`src/rtl/sdm_pkg.sv`:
```
package sdm_pkg;
   // Default field layout of the configuration word
   localparam int SDM_REG_W   = 32;
   localparam int SDM_TGT_W   = 8;
   localparam int SDM_DIV_W   = 8;
   localparam int SDM_TGT_LSB = 0;
   localparam int SDM_DIV_LSB = 8;
   localparam int SDM_RUN_POS = 16;
   localparam int SDM_PINS    = 4;

   // Pin output stage variants
   typedef enum logic {
      PIN_COMB = 1'b0,
      PIN_FLOP = 1'b1
   } sdm_pin_mode_e;
endpackage

```
`src/rtl/sdm_cfg_reg.sv`:
```
module sdm_cfg_reg #(
   parameter int REG_W   = sdm_pkg::SDM_REG_W,
   parameter int TGT_W   = sdm_pkg::SDM_TGT_W,
   parameter int DIV_W   = sdm_pkg::SDM_DIV_W,
   parameter int TGT_LSB = sdm_pkg::SDM_TGT_LSB,
   parameter int DIV_LSB = sdm_pkg::SDM_DIV_LSB,
   parameter int RUN_POS = sdm_pkg::SDM_RUN_POS
) (
   input  logic             clk_i,
   input  logic             rst_ni,
   input  logic             we_i,
   input  logic [REG_W-1:0] wdata_i,
   output logic             run_o,
   output logic [DIV_W-1:0] div_o,
   output logic [TGT_W-1:0] tgt_o
);
   localparam int TGT_END = TGT_LSB + TGT_W;
   localparam int DIV_END = DIV_LSB + DIV_W;

   // Elaboration-time layout checks
   if (TGT_END > REG_W || DIV_END > REG_W || RUN_POS >= REG_W) begin : g_bad_fit
      $error("sdm_cfg_reg: a field lies outside the register");
   end
   if (!(TGT_END <= DIV_LSB || DIV_END <= TGT_LSB)) begin : g_bad_overlap_td
      $error("sdm_cfg_reg: level and divider fields overlap");
   end
   if ((RUN_POS >= TGT_LSB && RUN_POS < TGT_END) ||
       (RUN_POS >= DIV_LSB && RUN_POS < DIV_END)) begin : g_bad_overlap_run
      $error("sdm_cfg_reg: run bit overlaps a field");
   end

   logic             run_q;
   logic [DIV_W-1:0] div_q;
   logic [TGT_W-1:0] tgt_q;

   always_ff @(posedge clk_i or negedge rst_ni) begin
      if (!rst_ni) begin
         run_q <= 1'b0;
         div_q <= '0;
         tgt_q <= '0;
      end else if (we_i) begin
         run_q <= wdata_i[RUN_POS];
         div_q <= wdata_i[DIV_LSB +: DIV_W];
         tgt_q <= wdata_i[TGT_LSB +: TGT_W];
      end
   end

   // Bits outside the three fields are ignored by design
   logic unused_wdata;
   assign unused_wdata = ^wdata_i;

   assign run_o = run_q;
   assign div_o = div_q;
   assign tgt_o = tgt_q;
endmodule

```
`src/rtl/sdm_prescaler.sv`:
```
module sdm_prescaler #(
   parameter int DIV_W = sdm_pkg::SDM_DIV_W
) (
   input  logic             clk_i,
   input  logic             rst_ni,
   input  logic             run_i,
   input  logic [DIV_W-1:0] div_i,
   output logic             tick_o
);
   if (DIV_W < 1) begin : g_bad_div
      $error("sdm_prescaler: DIV_W must be at least 1");
   end

   logic [DIV_W-1:0] cnt_q;

   // Magnitude compare: a divider lowered below the count fires at once
   assign tick_o = run_i && (cnt_q >= div_i);

   always_ff @(posedge clk_i or negedge rst_ni) begin
      if (!rst_ni) begin
         cnt_q <= '0;
      end else if (!run_i || tick_o) begin
         cnt_q <= '0;
      end else begin
         cnt_q <= cnt_q + 1'b1;
      end
   end

   // After an update the next one is a full period away unless the divider is 0
   AST_TICK_GAP: assert property (@(posedge clk_i) disable iff (!rst_ni)
      (tick_o && div_i != '0) |=> (!tick_o || div_i == '0));
endmodule

```
`src/rtl/sdm_accum.sv`:
```
module sdm_accum #(
   parameter int TGT_W = sdm_pkg::SDM_TGT_W
) (
   input  logic             clk_i,
   input  logic             rst_ni,
   input  logic             run_i,
   input  logic             tick_i,
   input  logic [TGT_W-1:0] tgt_i,
   output logic             pdm_o
);
   if (TGT_W < 2) begin : g_bad_tgt
      $error("sdm_accum: TGT_W must be at least 2");
   end

   localparam int SUM_W = TGT_W + 1;

   logic [TGT_W-1:0] acc_q;
   logic             pdm_q;
   logic [TGT_W-1:0] lvl_u;
   logic [SUM_W-1:0] sum;

   // Offset by half range: flip the sign bit of the two's-complement level
   assign lvl_u = {~tgt_i[TGT_W-1], tgt_i[TGT_W-2:0]};
   assign sum   = {1'b0, acc_q} + {1'b0, lvl_u};

   always_ff @(posedge clk_i or negedge rst_ni) begin
      if (!rst_ni) begin
         acc_q <= '0;
         pdm_q <= 1'b0;
      end else if (!run_i) begin
         acc_q <= '0;
         pdm_q <= 1'b0;
      end else if (tick_i) begin
         acc_q <= sum[TGT_W-1:0];
         pdm_q <= sum[TGT_W];
      end
   end

   assign pdm_o = pdm_q;

   AST_STOP_CLEARS: assert property (@(posedge clk_i) disable iff (!rst_ni)
      !run_i |=> (!pdm_q && acc_q == '0));
   AST_HOLD_NO_TICK: assert property (@(posedge clk_i) disable iff (!rst_ni)
      (run_i && !tick_i) |=> $stable(pdm_q));
   AST_MIN_SILENT: assert property (@(posedge clk_i) disable iff (!rst_ni)
      (tick_i && lvl_u == '0) |=> !pdm_q);
   AST_MAX_DENSE: assert property (@(posedge clk_i) disable iff (!rst_ni)
      (tick_i && lvl_u == '1 && acc_q != '0) |=> pdm_q);
endmodule

```
`src/rtl/sdm_pin_mux.sv`:
```
module sdm_pin_mux #(
   parameter int                     NUM_PINS = sdm_pkg::SDM_PINS,
   parameter sdm_pkg::sdm_pin_mode_e MODE     = sdm_pkg::PIN_COMB
) (
   input  logic                clk_i,
   input  logic                rst_ni,
   input  logic                pdm_i,
   input  logic [NUM_PINS-1:0] sel_i,
   input  logic [NUM_PINS-1:0] data_i,
   output logic [NUM_PINS-1:0] pin_o
);
   if (NUM_PINS < 1) begin : g_bad_pins
      $error("sdm_pin_mux: NUM_PINS must be at least 1");
   end

   for (genvar i = 0; i < NUM_PINS; i++) begin : g_pin
      logic pick;
      assign pick = sel_i[i] ? pdm_i : data_i[i];

      if (MODE == sdm_pkg::PIN_FLOP) begin : g_flop
         logic pin_q;
         always_ff @(posedge clk_i or negedge rst_ni) begin
            if (!rst_ni) pin_q <= 1'b0;
            else         pin_q <= pick;
         end
         assign pin_o[i] = pin_q;
      end else begin : g_comb
         assign pin_o[i] = pick;
      end
   end

   if (MODE != sdm_pkg::PIN_FLOP) begin : g_no_clk
      logic unused_clk;
      assign unused_clk = clk_i ^ rst_ni;
   end
endmodule

```
`src/rtl/sdm_pdm_gen.sv`:
```
module sdm_pdm_gen #(
   parameter int                     REG_W    = sdm_pkg::SDM_REG_W,
   parameter int                     TGT_W    = sdm_pkg::SDM_TGT_W,
   parameter int                     DIV_W    = sdm_pkg::SDM_DIV_W,
   parameter int                     TGT_LSB  = sdm_pkg::SDM_TGT_LSB,
   parameter int                     DIV_LSB  = sdm_pkg::SDM_DIV_LSB,
   parameter int                     RUN_POS  = sdm_pkg::SDM_RUN_POS,
   parameter int                     NUM_PINS = sdm_pkg::SDM_PINS,
   parameter sdm_pkg::sdm_pin_mode_e PIN_MODE = sdm_pkg::PIN_COMB
) (
   input  logic                clk_i,
   input  logic                rst_ni,
   input  logic                cfg_we_i,
   input  logic [REG_W-1:0]    cfg_wdata_i,
   input  logic [NUM_PINS-1:0] pin_sel_i,
   input  logic [NUM_PINS-1:0] pin_data_i,
   output logic                pdm_o,
   output logic [NUM_PINS-1:0] pin_o
);
   logic             run;
   logic [DIV_W-1:0] div;
   logic [TGT_W-1:0] tgt;
   logic             tick;
   logic             pdm;

   sdm_cfg_reg #(
      .REG_W  (REG_W),
      .TGT_W  (TGT_W),
      .DIV_W  (DIV_W),
      .TGT_LSB(TGT_LSB),
      .DIV_LSB(DIV_LSB),
      .RUN_POS(RUN_POS)
   ) cfg_i (
      .clk_i  (clk_i),
      .rst_ni (rst_ni),
      .we_i   (cfg_we_i),
      .wdata_i(cfg_wdata_i),
      .run_o  (run),
      .div_o  (div),
      .tgt_o  (tgt)
   );

   sdm_prescaler #(
      .DIV_W(DIV_W)
   ) div_i (
      .clk_i (clk_i),
      .rst_ni(rst_ni),
      .run_i (run),
      .div_i (div),
      .tick_o(tick)
   );

   sdm_accum #(
      .TGT_W(TGT_W)
   ) acc_i (
      .clk_i (clk_i),
      .rst_ni(rst_ni),
      .run_i (run),
      .tick_i(tick),
      .tgt_i (tgt),
      .pdm_o (pdm)
   );

   sdm_pin_mux #(
      .NUM_PINS(NUM_PINS),
      .MODE    (PIN_MODE)
   ) mux_i (
      .clk_i (clk_i),
      .rst_ni(rst_ni),
      .pdm_i (pdm),
      .sel_i (pin_sel_i),
      .data_i(pin_data_i),
      .pin_o (pin_o)
   );

   assign pdm_o = pdm;
endmodule

```
`config.mk`:
```
export PLATFORM = sky130hd
export DESIGN_NAME = sdm_pdm_gen
export DESIGN_NICKNAME = d
export VERILOG_FILES = /design/src/rtl/sdm_pkg.sv /design/src/rtl/sdm_cfg_reg.sv /design/src/rtl/sdm_prescaler.sv /design/src/rtl/sdm_accum.sv /design/src/rtl/sdm_pin_mux.sv /design/src/rtl/sdm_pdm_gen.sv
export SDC_FILE = /design/constraint.sdc
export NUM_CORES = 1
export LEC_CHECK = 0
export BUFFER_PORTS_ARGS = -buffer_cell sky130_fd_sc_hd__buf_2
export CAP_MARGIN = 20
export CELL_PAD_IN_SITES_DETAIL_PLACEMENT = 1
export CELL_PAD_IN_SITES_GLOBAL_PLACEMENT = 1
export CORE_UTILIZATION = 25
export DETAILED_ROUTE_END_ITERATION = 6
export GPL_ROUTABILITY_DRIVEN = 1
export HOLD_SLACK_MARGIN = 0.1
export MAX_ROUTING_LAYER = met4
export PLACE_DENSITY = 0.63
export SLEW_MARGIN = 20
export SYNTH_ARGS = -nofsm -noshare
export SYNTH_HDL_FRONTEND = slang
export SYNTH_SLANG_ARGS = --single-unit
```
`constraint.sdc`:
```
create_clock -name clk_i -period 3.9 [get_ports clk_i]
set_input_delay 0.39 -clock clk_i [delete_from_list [all_inputs] [get_ports clk_i]]
set_output_delay 0.39 -clock clk_i [all_outputs]
set_load 0.05 [all_outputs]
```
==> flow_summary.json <==
{
  "grt_usage": 0.112,
  "yosysWarnings": 0,
  "fp-row-count": 31,
  "internal-power_mw": 0.717,
  "rsz0062_at_grt": "no",
  "cts_made_buffers": 5,
  "dieHeight_um": 89.5,
  "cp_max_fo": 3,
  "synth_cells": 177,
  "p_leak_nw": 1.09,
  "skew_ns": 0.00673,
  "drc_errors": 0,
  "antenna_found_initial": 0,
  "vias": 1384,
  "max_freq_ghz": 0.448,
  "path_cells": "ha_1 -> fa_1 -> a211oi_1 -> o21bai_1 -> a211oi_1 -> o21bai_1 -> a32o_1",
  "grt-ovfl-total": 0,
  "p_clk_frac": 0.248,
  "layout.nets": 269,
  "cts_tree": "done",
  "insertedDiodeCount": 0,
  "core_mm2": 0.00733,
  "synth.most_common_cell": "dfrtp_1",
  "crit_required_ns": 4.07,
  "yosys.area.top_type": "dfrtp_1",
  "die_w_um": 89.5,
  "syn-cell-area_mm2": 0.00191,
  "grt_pass1_wl_mm": 6.45,
  "critPathMaxStageDelay_ns": 0.43,
  "vdd_drop_max_mv": 0.210,
  "synth_edf_count": 0,
  "worst_slew_pin_slew_ns": 0.757,
  "synth_top_area_frac": 0.445,
  "status": "complete, no violations",
  "clock_latency_ns": 0.29,
  "slew-limit-headroom": 0.495,
  "fin_setup_tns_ns": 0,
  "cp_data_arrival_time_ns": 2.40,
  "cts_resized": 0,
  "cts_num_sinks": 34,
  "multi_input_area_um2": 961,
  "critical_path_class": "flop to flop",
  "clock_path_buffers": 2,
  "io_pins": 48,
  "startpoint_type": "flop",
  "clkTransAtPathRegs_ns": 0.07,
  "ys_seq_area_frac": 0.445,
  "place.detailed.hpwl_mm": 2.80,
  "yosys-top-cells-area": "dfrtp_1, ha_1, mux2_2",
  "synth_top_flop_cell": "dfrtp_1",
  "min_path_type": "primary input to asynchronous set/reset pin",
  "synth-seq-cells": 34,
  "postRouteAntennaNets": 0,
  "drt_iter0_markers": 32,
  "wirelength_mm": 3.82,
  "dr.pass1.iters": 4,
  "htree_levels": 2,
  "hold_viol_final": 0,
  "fill_cells": 847,
  "grt_max_degree": 35,
  "drive_gt1_frac": 0.278,
  "utilization": 0.305,
  "syn_area_per_cell_um2": 10.8,
  "report.final.slew_viol_count": 0,
  "crit_slowest_cell": "fa_1",
  "seq_area_um2": 851,
  "period_needed_ns": 2.23,
  "maxCapViolations": 0,
  "comb_power_share": 0.347,
  "post-route-period-util": 0.572,
  "vias_per_cell": 4.49,
  "gp_congestion": 0.725,
  "initial_core_util": 0.261,
  "total_power_mw": 1.09,
  "p_sw_mw": 0.376,
  "first_global_vias": 1356,
  "p_per_area_mw_per_mm2": 489,
  "placement.io_buffers": 32,
  "die_area_mm2": 0.00801,
  "synth_cell_types": 31,
  "synth_common_cells": "dfrtp_1, ha_1, mux2_2, o21ai_0",
  "postCtsSetupBuffers": 0,
  "root_buffer": "clkbuf_8",
  "p_sw_frac": 0.344,
  "finalSetupViolations": 0,
  "seqPwrFrac": 0.405,
  "cts_hold_buf": 0,
  "crit_path_start": "cfg_i.tgt_o[0]",
  "rr_startpoint": "cfg_i.tgt_o[0]",
  "cp-end-kind": "flop",
  "wl_per_cell_um": 12.4,
  "syn_nets": 238,
  "area_growth_pct": 16.9,
  "async_reset_ff_frac": 1.00
}
[cell usage in the layout, fill, tap and decap left out, drive strengths merged, types with 3 or more instances in the layout]
master and n:
nand3 5, inv 13, a211oi 4, o21ai 15, xnor2 5, a32o 3
ha 17, a21o 3, xor2 4, mux2 15, a21oi 7, dfrtp 34
and3 4, clkbuf 7, o21bai 3, buf 32, nand2 14, mux2i 3
nor2 10
[metal layers]
metal,vias to the layer above,wire length [um],track usage
li1,680,-,-
met1,676,1880,0.148
met2,21,1760,0.164
met3,7,124,0.0305
met4,0,57,0.0433
met5,-,0,-
[final timing paths]
| kind | to | slack [ns] | cells past startpoint |
|---|---|---|---|
| min in group clk_i | cfg_i.div_o[2] | 0.30 | 3 |
| setup / recovery | acc_i.pdm_o | 1.67 | 7 |
| hold reg to reg | cfg_i.tgt_o[5] | 0.52 | 1 |
| setup reg to reg | acc_i.pdm_o | 1.67 | 7 |
| max in group asynchronous | acc_i.acc_q[5] | 3.24 | 1 |
| hold / removal | cfg_i.div_o[3] | 0.16 | 1 |
[cell families after synthesis]
group	count (synthesis)	synth area share
AOI/OAI and AO/OA	41	0.148
xor gates and xnor gates	9	0.0412
adders and majority gates	18	0.122
buffers and inverters	21	0.0530
DFF	34	0.445
muxes	18	0.104
and+or+nand+nor	36	0.0870
[power by group through the flow]
stage	registers, mW	logic [mW]	clock network, mW
after CTS	0.445	0.386	0.280
after global placement	0.447	0.373	0
final	0.443	0.379	0.271
after global routing	0.450	0.434	0.293
after floorplan	0.448	0.303	0
after detailed placement	0.451	0.382	0
[through the flow]
step	hold slack (ns)	area (um2)	setup slack (ns)	instances
after global placement	0.495	2140	1.66	300
final	0.165	2240	1.67	308
after global routing	0.248	2240	1.51	308
after detailed placement	0.504	2140	1.69	300
after floorplan	0.0944	1910	1.87	177
after CTS	0.209	2240	1.66	308
[cell type report]
class / count / share of cell area
sequential: 34 / 0.381
clock buffer: 7 / 0.0386
tap: 99 / 0.0554
inverter: 13 / 0.0218
timing repair buffer: 32 / 0.0716
multi-input combinational: 122 / 0.430
clock inverter: 1 / 0.00224
[critical path, delay by kind of cell (launching register included)]
| family | cells | cell delay (ns) |
|---|---|---|
| flops | 1 | 0.39 |
| compound gates | 5 | 1.05 |
| fa+ha+maj | 2 | 0.67 |
[sequential cells by signal, indices dropped and copies added, names as in the netlist]
name	flops
acc_i.acc_q	8
acc_i.pdm_o	1
div_i.cnt_q	8
cfg_i.run_o	1
cfg_i.div_o	8
cfg_i.tgt_o	8
No activity file was read; power rests on OpenSTA's default activity.
